<file path="config.mk">
export PLATFORM = sky130hd
export DESIGN_NAME = rx_guard_timer
export DESIGN_NICKNAME = d
export VERILOG_FILES = /design/src/rtl/rgw_pkg.sv /design/src/rtl/rgw_tick_gen.sv /design/src/rtl/rgw_window_calc.sv /design/src/rtl/rgw_listen_fsm.sv /design/src/rtl/rx_guard_timer.sv
export SDC_FILE = /design/constraint.sdc
export NUM_CORES = 1
export LEC_CHECK = 0
export ABC_AREA = 1
export BUFFER_PORTS_ARGS = -buffer_cell sky130_fd_sc_hd__buf_4
export CORE_ASPECT_RATIO = 1.75
export CORE_MARGIN = 2
export CORE_UTILIZATION = 40
export CTS_BUF_LIST = sky130_fd_sc_hd__clkbuf_16
export CTS_CLUSTER_SIZE = 16
export DETAILED_ROUTE_END_ITERATION = 8
export GPL_TIMING_DRIVEN = 0
export PLACE_DENSITY_LB_ADDON = 0.1
export SLEW_MARGIN = 10
export SYNTH_ARGS = -nofsm -noshare
export SYNTH_HDL_FRONTEND = slang
export SYNTH_SLANG_ARGS = --single-unit
</file>
<file path="constraint.sdc">
create_clock -name clk -period 3.4 [get_ports clk]
set_input_delay 0.17 -clock clk [delete_from_list [all_inputs] [get_ports clk]]
set_output_delay 0.17 -clock clk [all_outputs]
set_load 0.01 [all_outputs]
</file>
<file path="src/rtl/rgw_pkg.sv">
package rgw_pkg;

    typedef enum logic [2:0] {
        RG_IDLE   = 3'd0,
        RG_WAIT   = 3'd1,
        RG_LISTEN = 3'd2,
        RG_RX     = 3'd3,
        RG_DONE   = 3'd4
    } rg_state_e;

    typedef struct packed {
        int open_at;
        int close_at;
    } rg_bounds_t;

    // Symmetric margin around the preamble: half of the slack that the
    // guard leaves beyond the preamble itself, never negative.
    function automatic int rg_margin(input int pre, input int guard);
        int slack;
        slack = guard - pre;
        if (slack < 0)
            slack = 0;
        return slack / 2;
    endfunction

    function automatic rg_bounds_t rg_bounds(input int tx, input int pre,
                                             input int guard, input int last);
        rg_bounds_t b;
        int m;
        int lo;
        int hi;
        m  = rg_margin(pre, guard);
        lo = tx - pre - m;
        hi = tx + m;
        if (lo < 0)
            lo = 0;
        if (hi > last)
            hi = last;
        b.open_at  = lo;
        b.close_at = hi;
        return b;
    endfunction

    function automatic logic rg_listening(input rg_state_e s);
        return (s == RG_LISTEN) || (s == RG_RX);
    endfunction

endpackage

</file>
<file path="src/rtl/rgw_tick_gen.sv">
module rgw_tick_gen #(
    parameter int CLK_PER_TICK = 32,
    parameter int SLOT_TICKS   = 40000,
    parameter int TW           = 16
) (
    input  logic          clk,
    input  logic          rst,
    input  logic          restart,
    output logic [TW-1:0] elapsed
);

    localparam int PW = (CLK_PER_TICK > 1) ? $clog2(CLK_PER_TICK) : 1;
    localparam logic [TW-1:0] LAST = TW'(SLOT_TICKS - 1);

    logic tick;

    generate
        if (CLK_PER_TICK == 1) begin : g_direct
            assign tick = 1'b1;
        end else begin : g_presc
            localparam logic [PW-1:0] WRAP = PW'(CLK_PER_TICK - 1);
            logic [PW-1:0] phase;

            always_ff @(posedge clk) begin
                if (rst || restart)
                    phase <= '0;
                else if (phase == WRAP)
                    phase <= '0;
                else
                    phase <= phase + 1'b1;
            end

            assign tick = (phase == WRAP);
        end
    endgenerate

    always_ff @(posedge clk) begin
        if (rst || restart)
            elapsed <= '0;
        else if (tick && (elapsed != LAST))
            elapsed <= elapsed + 1'b1;
    end

endmodule

</file>
<file path="src/rtl/rgw_window_calc.sv">
module rgw_window_calc
    import rgw_pkg::*;
#(
    parameter int SLOT_TICKS = 40000,
    parameter int TW         = 16
) (
    input  logic          clk,
    input  logic          rst,
    input  logic          capture,
    input  logic [TW-1:0] tx_offset,
    input  logic [TW-1:0] preamble_len,
    input  logic [TW-1:0] guard_len,
    output logic [TW-1:0] open_at,
    output logic [TW-1:0] close_at,
    output logic [TW-1:0] expect_at
);

    rg_bounds_t bnd;

    always_comb begin
        bnd = rg_bounds(int'(tx_offset), int'(preamble_len),
                        int'(guard_len), SLOT_TICKS - 1);
    end

    always_ff @(posedge clk) begin
        if (rst) begin
            open_at   <= '0;
            close_at  <= '0;
            expect_at <= '0;
        end else if (capture) begin
            open_at   <= TW'(bnd.open_at);
            close_at  <= TW'(bnd.close_at);
            expect_at <= tx_offset;
        end
    end

endmodule

</file>
<file path="src/rtl/rgw_listen_fsm.sv">
module rgw_listen_fsm
    import rgw_pkg::*;
#(
    parameter int TW = 16
) (
    input  logic                clk,
    input  logic                rst,
    input  logic                slot_start,
    input  logic                sfd_detect,
    input  logic                frame_end,
    input  logic [TW-1:0]       elapsed,
    input  logic [TW-1:0]       open_at,
    input  logic [TW-1:0]       close_at,
    input  logic [TW-1:0]       expect_at,
    output logic                radio_on,
    output logic                sfd_seen,
    output logic                rx_timeout,
    output logic signed [TW:0]  sync_err
);

    rg_state_e state;
    logic signed [TW:0] arrival_err;

    assign arrival_err = $signed({1'b0, elapsed}) - $signed({1'b0, expect_at});

    always_ff @(posedge clk) begin
        if (rst) begin
            state      <= RG_IDLE;
            sfd_seen   <= 1'b0;
            rx_timeout <= 1'b0;
            sync_err   <= '0;
        end else if (slot_start) begin
            state      <= RG_WAIT;
            sfd_seen   <= 1'b0;
            rx_timeout <= 1'b0;
            sync_err   <= '0;
        end else begin
            unique case (state)
                RG_WAIT: begin
                    if (elapsed >= open_at)
                        state <= RG_LISTEN;
                end
                RG_LISTEN: begin
                    if (sfd_detect) begin
                        state    <= RG_RX;
                        sfd_seen <= 1'b1;
                        sync_err <= arrival_err;
                    end else if (elapsed >= close_at) begin
                        state      <= RG_DONE;
                        rx_timeout <= 1'b1;
                    end
                end
                RG_RX: begin
                    if (frame_end)
                        state <= RG_DONE;
                end
                RG_IDLE, RG_DONE: begin
                    state <= state;
                end
                default: state <= RG_IDLE;
            endcase
        end
    end

    assign radio_on = rg_listening(state);

endmodule

</file>
<file path="src/rtl/rx_guard_timer.sv">
module rx_guard_timer #(
    parameter int CLK_PER_TICK = 32,
    parameter int SLOT_TICKS   = 40000,
    parameter int TW           = 16
) (
    input  logic               clk,
    input  logic               rst,
    input  logic               slot_start,
    input  logic               sfd_detect,
    input  logic               frame_end,
    input  logic [TW-1:0]      tx_offset,
    input  logic [TW-1:0]      preamble_len,
    input  logic [TW-1:0]      guard_len,
    output logic               radio_on,
    output logic               sfd_seen,
    output logic               rx_timeout,
    output logic signed [TW:0] sync_err
);

    logic [TW-1:0] elapsed;
    logic [TW-1:0] open_at;
    logic [TW-1:0] close_at;
    logic [TW-1:0] expect_at;

    rgw_tick_gen #(
        .CLK_PER_TICK (CLK_PER_TICK),
        .SLOT_TICKS   (SLOT_TICKS),
        .TW           (TW)
    ) u_tick (
        .clk     (clk),
        .rst     (rst),
        .restart (slot_start),
        .elapsed (elapsed)
    );

    rgw_window_calc #(
        .SLOT_TICKS (SLOT_TICKS),
        .TW         (TW)
    ) u_win (
        .clk          (clk),
        .rst          (rst),
        .capture      (slot_start),
        .tx_offset    (tx_offset),
        .preamble_len (preamble_len),
        .guard_len    (guard_len),
        .open_at      (open_at),
        .close_at     (close_at),
        .expect_at    (expect_at)
    );

    rgw_listen_fsm #(
        .TW (TW)
    ) u_fsm (
        .clk        (clk),
        .rst        (rst),
        .slot_start (slot_start),
        .sfd_detect (sfd_detect),
        .frame_end  (frame_end),
        .elapsed    (elapsed),
        .open_at    (open_at),
        .close_at   (close_at),
        .expect_at  (expect_at),
        .radio_on   (radio_on),
        .sfd_seen   (sfd_seen),
        .rx_timeout (rx_timeout),
        .sync_err   (sync_err)
    );

endmodule

</file>
# After elaboration in Yosys (flattened, before gate mapping)
# Index checks and enable logic that the tools add are counted.
[classes]
magnitude_cmp = 5
n_eq_ne = 13
bitwise_logic = 3
n_addsub = 8
n_mux = 9
n_reduce_logical = 11
[ops]
columns = ["operator", "count"]
rows = [
  ["< comparator 32 x 1 -> 1 bit, second input constant", 2],
  ["subtractor 16 x 16 -> 17 bit", 3],
  ["adder 17 x 32 -> 32 bit", 1],
  ["adder 32 x 1 -> 32 bit", 1],
  [">= comparator 16 bit", 2],
  ["> comparator 32 x 17 -> 1 bit, second input constant", 1],
  ["two-way mux 16 bit", 2],
  ["two-way mux 32 bit", 1],
  ["subtractor 17 x 32 -> 32 bit", 1],
  ["adder 16 x 1 -> 16 bit, second input constant", 1],
  ["!= test 16 bit, second input constant", 1],
  ["two-way mux 3 bit", 4],
  ["case mux 3 bit (4 select lines)", 1],
  ["AND reduction 4 bit", 2],
  ["equality test 3 x 2 -> 1 bit, second input constant", 2],
  ["!= test 3 x 2 -> 1 bit, second input constant", 2],
  ["OR reduction 2 bit", 3],
  ["adder 5 x 1 -> 5 bit, second input constant", 1],
  ["equality test 5 bit, second input constant", 1],
  ["!= test 2 bit, second input constant", 2],
  ["!= test 4 x 3 -> 1 bit, second input constant", 1],
  ["equality test 3 x 1 -> 1 bit, second input constant", 1],
  ["equality test 3 bit, second input constant", 1],
  ["zero test 3 bit", 1],
  ["other kinds (9)", 11],
]
[totals]
wordCells = 59
reg_bits = 91
input_bits = 53
out_inout_bits = 20

# Depth between registers and ports, before layout
[logic_depth]
ltp_word = 8
depth_mapped = 36
ltp_nobuf = 35

# Hierarchy
# A second synthesis with hierarchy kept.
[hier_totals]
hier_cells = 1375
hier_area_um2 = 8832.2
[by_module_without_submodules]
columns = ["mod", "seq_area_each_um2", "cells_each", "instances", "area_per_inst_um2"]
rows = [
  ["rgw_window_calc", 960.9, 788, 1, 5067.4],
  ["rgw_listen_fsm", 440.4, 421, 1, 2631.3],
  ["rgw_tick_gen", 420.4, 166, 1, 1133.6],
]

# Worst setup path before layout
# OpenSTA, ideal clock, no wires.
[synth_timing]
path_type = "in2reg"
startpoint = "input preamble_len[2]"
endpoint = "register u_win.close_at[6]"
arrival_time_ns = 3.600
setup_slack_ns = -0.325
stages = 30
path_buffers = 1
setup_ns = 0.125
t_required_ns = 3.275
path_cell_list = "inv_1 > ha_1 > a21oi_1 > nand2_1 > a21oi_1 > o21bai_1 > nand2_1 > nand2_1 > a21oi_1 > nor2_1 > o21ai_0 > nand2_1 > nand2_1 > a21oi_1 > nor2_1 > nand2_1 > nand3_1 > inv_1 > ha_1 > nand2_1 > nor4_1 > nand3_2 > nand2_2 > nand4_1 > nand2_2 > xor2_2 > nand2_4 > buf_12 > nand3_2 > o21ai_2"
[synth_via]
elab_chain_cells = 8
[synth_lines]
columns = ["item", "line", "source"]
rows = [
  ["start: declaration", "rx_guard_timer.sv:12", "input logic [TW-1:0] preamble_len,"],
  ["subtractor 16 x 16 -> 17 bit (*)", "rgw_pkg.sv:20", "slack = guard - pre;"],
  ["< comparator 32 x 1 -> 1 bit", "rgw_pkg.sv:21", "if (slack < 0)"],
  ["two-way mux 32 bit (*)", "rgw_pkg.sv:21", ""],
  ["bitwise AND 1 bit (no source line)", "--", ""],
  ["adder 32 x 1 -> 32 bit (no source line) (*)", "--", ""],
  ["adder 17 x 32 -> 32 bit (*)", "rgw_pkg.sv:34", "hi = tx + m;"],
  ["> comparator 32 x 17 -> 1 bit", "rgw_pkg.sv:37", "if (hi > last)"],
  ["two-way mux 16 bit (*)", "rgw_pkg.sv:37", ""],
  ["end signal: assignment", "rgw_window_calc.sv:32", "close_at <= TW'(bnd.close_at);"],
  ["end: declaration", "rgw_window_calc.sv:14", "output logic [TW-1:0] close_at,"],
]
# Every way passes the cells marked *; elsewhere a longest branch is shown, timed or not.
# A chain may end at the register's enable or synchronous reset.

# Final worst setup path
[layout_timing]
startpoint = "input preamble_len[2]"
endpoint = "register u_win.close_at[0]"
# The elaborated chain is that of the path after synthesis.

==> results.sh <==
export IMPL_dieWidth_um=113
export IMPL_cts_clk_slew_worst_paths_ns=0.06
export IMPL_synth_seq_cells=91
export IMPL_core_area_um2=20800
export IMPL_crit_path_frequent_cell="nand2_2"
export IMPL_grt_pass1_wl_um=39300
export IMPL_avgSynthCellArea_um2=6.81
export IMPL_antenna_found_initial=0
export IMPL_hold_viol=0
export IMPL_status="finished with violations"
export IMPL_critPathSlowestCell="a2111oi_2"
export IMPL_worstPathArrival_ns=3.86
export IMPL_yosys_cell_types_count=53
export IMPL_drc=0
export IMPL_place_congestion=0.960
export IMPL_ant_nets=0
export IMPL_fin_skew_ns=0.0135
export IMPL_vias=8352
export IMPL_wl_per_cell_um=15.5
export IMPL_vias_per_cell=5.10
export IMPL_yosysWarnings=0
export IMPL_synth_top_family_by_area="simple AND/OR/NAND/NOR gates"
export IMPL_synth_fa_ha_area_share_pct=17.1
export IMPL_maxCapViolCount=0
export IMPL_ctsHoldBuffers=0
export IMPL_rsz0062_at_grt="true"
export IMPL_timing_final_ws_setup_ns=-0.198
export IMPL_violations="negative setup slack"
export IMPL_p_leak_nw=5.15
export IMPL_tightest_slew_ns=0.911
export IMPL_dr_first_iter_drc_count=227
export IMPL_crit_path_end="u_win.close_at[0]"
export IMPL_firstDrtPassIters=4
export IMPL_io_pins=73
export IMPL_rows=70
export IMPL_start_util_pct=40.4
export IMPL_syn_nets=1397
export IMPL_htreeDepth=3
export IMPL_synth_xor_area_share_pct=4.58
export IMPL_power_per_cell_area_nw_per_um2=424
export IMPL_cts_tree="yes"
export IMPL_routed_wl_um=25400
export IMPL_fill_cells=2114
export IMPL_die_h_um=196
export IMPL_drv_slew=0
export IMPL_nets=1546
export IMPL_drive_above_1_share_pct=23.8
export IMPL_critical_path_class="input pin to flop"
export IMPL_fmax_mhz=278
export IMPL_critPathCaptureType="flop"
export IMPL_critPathLaunch="preamble_len[2]"
export IMPL_r2r_slack_ns=0.37
export IMPL_path_max_fanout=7
export IMPL_min_period_ns=3.60
export IMPL_numCtsBuffers=9
export IMPL_timing_critical_path_buf_inv=6
export IMPL_synth_edff_count=0
export IMPL_grt_util_all_layers_pct=22.7
export IMPL_muxShareOfSynthArea_pct=0
export IMPL_grt_overflow=0
export IMPL_crit_cells=30
export IMPL_synthArstFlopShare_pct=0
export IMPL_vdd_drop_max_uv=208
export IMPL_fin_area_um2=10800
export IMPL_hp_class="input pin to flop"
export IMPL_multi_input_area_um2=6270
export IMPL_relSlewSlack_pct=39.3
export IMPL_cts_root_buf="clkbuf_16"
export IMPL_reg2reg_to="u_fsm.sync_err[14]"
export IMPL_seq_area_frac_synth_pct=21.7
export IMPL_antenna_cells=0
export IMPL_place_area_um2=9300
export IMPL_synthCells=1231
export IMPL_stdcell_count=1637
export IMPL_slowest_delay_ns=0.39
export IMPL_synthToLayoutAreaGrowth_pct=28.9
export IMPL_hpwl_um=20900
export IMPL_timing_rr_start="u_tick.elapsed[1]"
export IMPL_synth_ff_type="dfxtp_1"
export IMPL_synth_area_um2=8390
export IMPL_synth_compound_area_share_pct=18.3
export IMPL_cp_required_ns=3.66
export IMPL_path_delay_family="compound AO/OA/AOI/OAI gates"
export IMPL_yosys_area_share_simple_pct=27.3
export IMPL_die_area_um2=22200
export IMPL_clk_latency_ns=0.37
export IMPL_placedCellCount=1555
export IMPL_clock_sinks=91
export IMPL_io_buffer_count=72
export IMPL_grt_start_max_net_pins=18
export IMPL_grt_pass1_vias=8043
export IMPL_min_period_over_period_pct=106
export IMPL_setup_viol=20
export IMPL_ff_latch_area_um2=1820
export IMPL_r2r_worst_path_cells=16
export IMPL_clk_path_buf_depth=2
export IMPL_startpoint_type="input pin"
layout make-up:
| class | count | share of cell area (%) |
|---|---|---|
| Inverter | 220 | 7.75 |
| Tap cell | 252 | 2.92 |
| Clock inverter | 7 | 0.776 |
| Multi-Input combinational cell | 901 | 58.1 |
| Clock buffer | 9 | 2.08 |
| Timing Repair Buffer | 138 | 10.5 |
| Sequential cell | 91 | 16.9 |
| Buffer | 19 | 1.02 |
cells in the mapped netlist, types with 8 or more instances:
master	count	area, µm²
a211oi_1	10	75.1
a21oi_1	109	546
clkbuf_1	13	48.8
dfxtp_1	91	1820
ha_1	110	1380
inv_1	216	811
nand2_1	208	781
nand2_2	18	113
nand3_1	55	275
nand3_2	19	190
nand3b_1	8	60.1
nand4_1	20	125
nor2_1	116	435
nor3_1	21	105
o21ai_0	79	395
o22ai_2	10	125
xnor2_1	10	87.6
xor2_1	32	280
per-layer routing:
metal | share of wire, % | GRT usage [%] | vias up
li1 | - | - | 4379
met1 | 37 | 21.8 | 3784
met2 | 57 | 46.7 | 137
met3 | 1.8 | 1.77 | 52
met4 | 4.8 | 10.7 | 0
met5 | 0 | 0 | -
per-stage QoR:
stage	hold slack [ns]	TNS (ns)	total power (W)	util, %	worst slack [ns]
after floorplan	0.312	-0.0135	0.00258	-	-0.00336
after global placement	0.434	-23.42	0.00301	44.8	-0.880
after detailed placement	0.441	-24.40	0.00302	44.8	-0.898
after CTS	0.0828	-2.30	0.00431	49.2	-0.178
after global routing	0.100	-6.82	0.00488	52.1	-0.343
final	0.0860	-2.26	0.00458	52.1	-0.198
worst min-delay path by stage:
stage | cells after the start | slack (ns) | endpoint | from
2_1_floorplan | 2 | 0.31 | u_win.expect_at[10] | tx_offset[10]
3_3_place_gp | 1 | 0.43 | u_tick.g_presc.phase[0] | u_tick.g_presc.phase[0]
3_5_place_dp | 1 | 0.44 | u_tick.g_presc.phase[0] | u_tick.g_presc.phase[0]
4_1_cts | 3 | 0.08 | u_win.expect_at[11] | tx_offset[11]
5_1_grt | 3 | 0.10 | u_win.expect_at[12] | tx_offset[12]
6_report | 3 | 0.09 | u_win.expect_at[11] | tx_offset[11]
cell usage in the layout (no fill, tap or decap), drive strengths merged, types with 10 or more instances in the layout:
| cell | n |
|---|---|
| a211oi | 10 |
| o21ai | 87 |
| nor3 | 21 |
| o22ai | 13 |
| nand3 | 75 |
| nand4 | 20 |
| inv | 221 |
| buf | 145 |
| xnor2 | 10 |
| nand2 | 232 |
| nor2 | 120 |
| a21oi | 112 |
| dfxtp | 91 |
| ha | 110 |
| clkbuf | 21 |
| xor2 | 33 |
where the power goes:
group	leakage [nW]	switching, W	internal, W
sequential	0.742	0.0000212	0.00114
clock	0.149	0.000474	0.000583
combinational	4.26	0.00136	0.00101
total	5.15	0.00186	0.00273
kinds of logic (layout without fill, tap and decap cells):
family          after synthesis  in the layout
simple gates                487            487
compound gates              258            258
buf+inv                     239            393
fa+ha+maj                   113            113
flops                        91             91
xor+xnor                     43             43
worst min-delay path, delay by kind of cell:
kind / cells / cell delay [ns]
AOI/OAI and AO/OA: 1 / 0.06
buffers and inverters: 1 / 0.11
and+or+nand+nor: 1 / 0.07
repair_timing:
item	CTS	global route
hold endpoints to repair	0	0
setup endpoints to repair	32	32
pin swaps	40	71
resized for setup	62	97
gates cloned	2	0
buffers inserted	37	29
registers in the layout, summed over array words and instances, names as in the netlist:
name	flops
u_fsm.rx_timeout	1
u_tick.elapsed	16
u_win.close_at	16
u_fsm.sync_err	17
u_tick.g_presc.phase	5
u_win.open_at	16
u_fsm.sfd_seen	1
u_win.expect_at	16
u_fsm.state	3
Note: power is estimated with default switching activity, not from simulation.
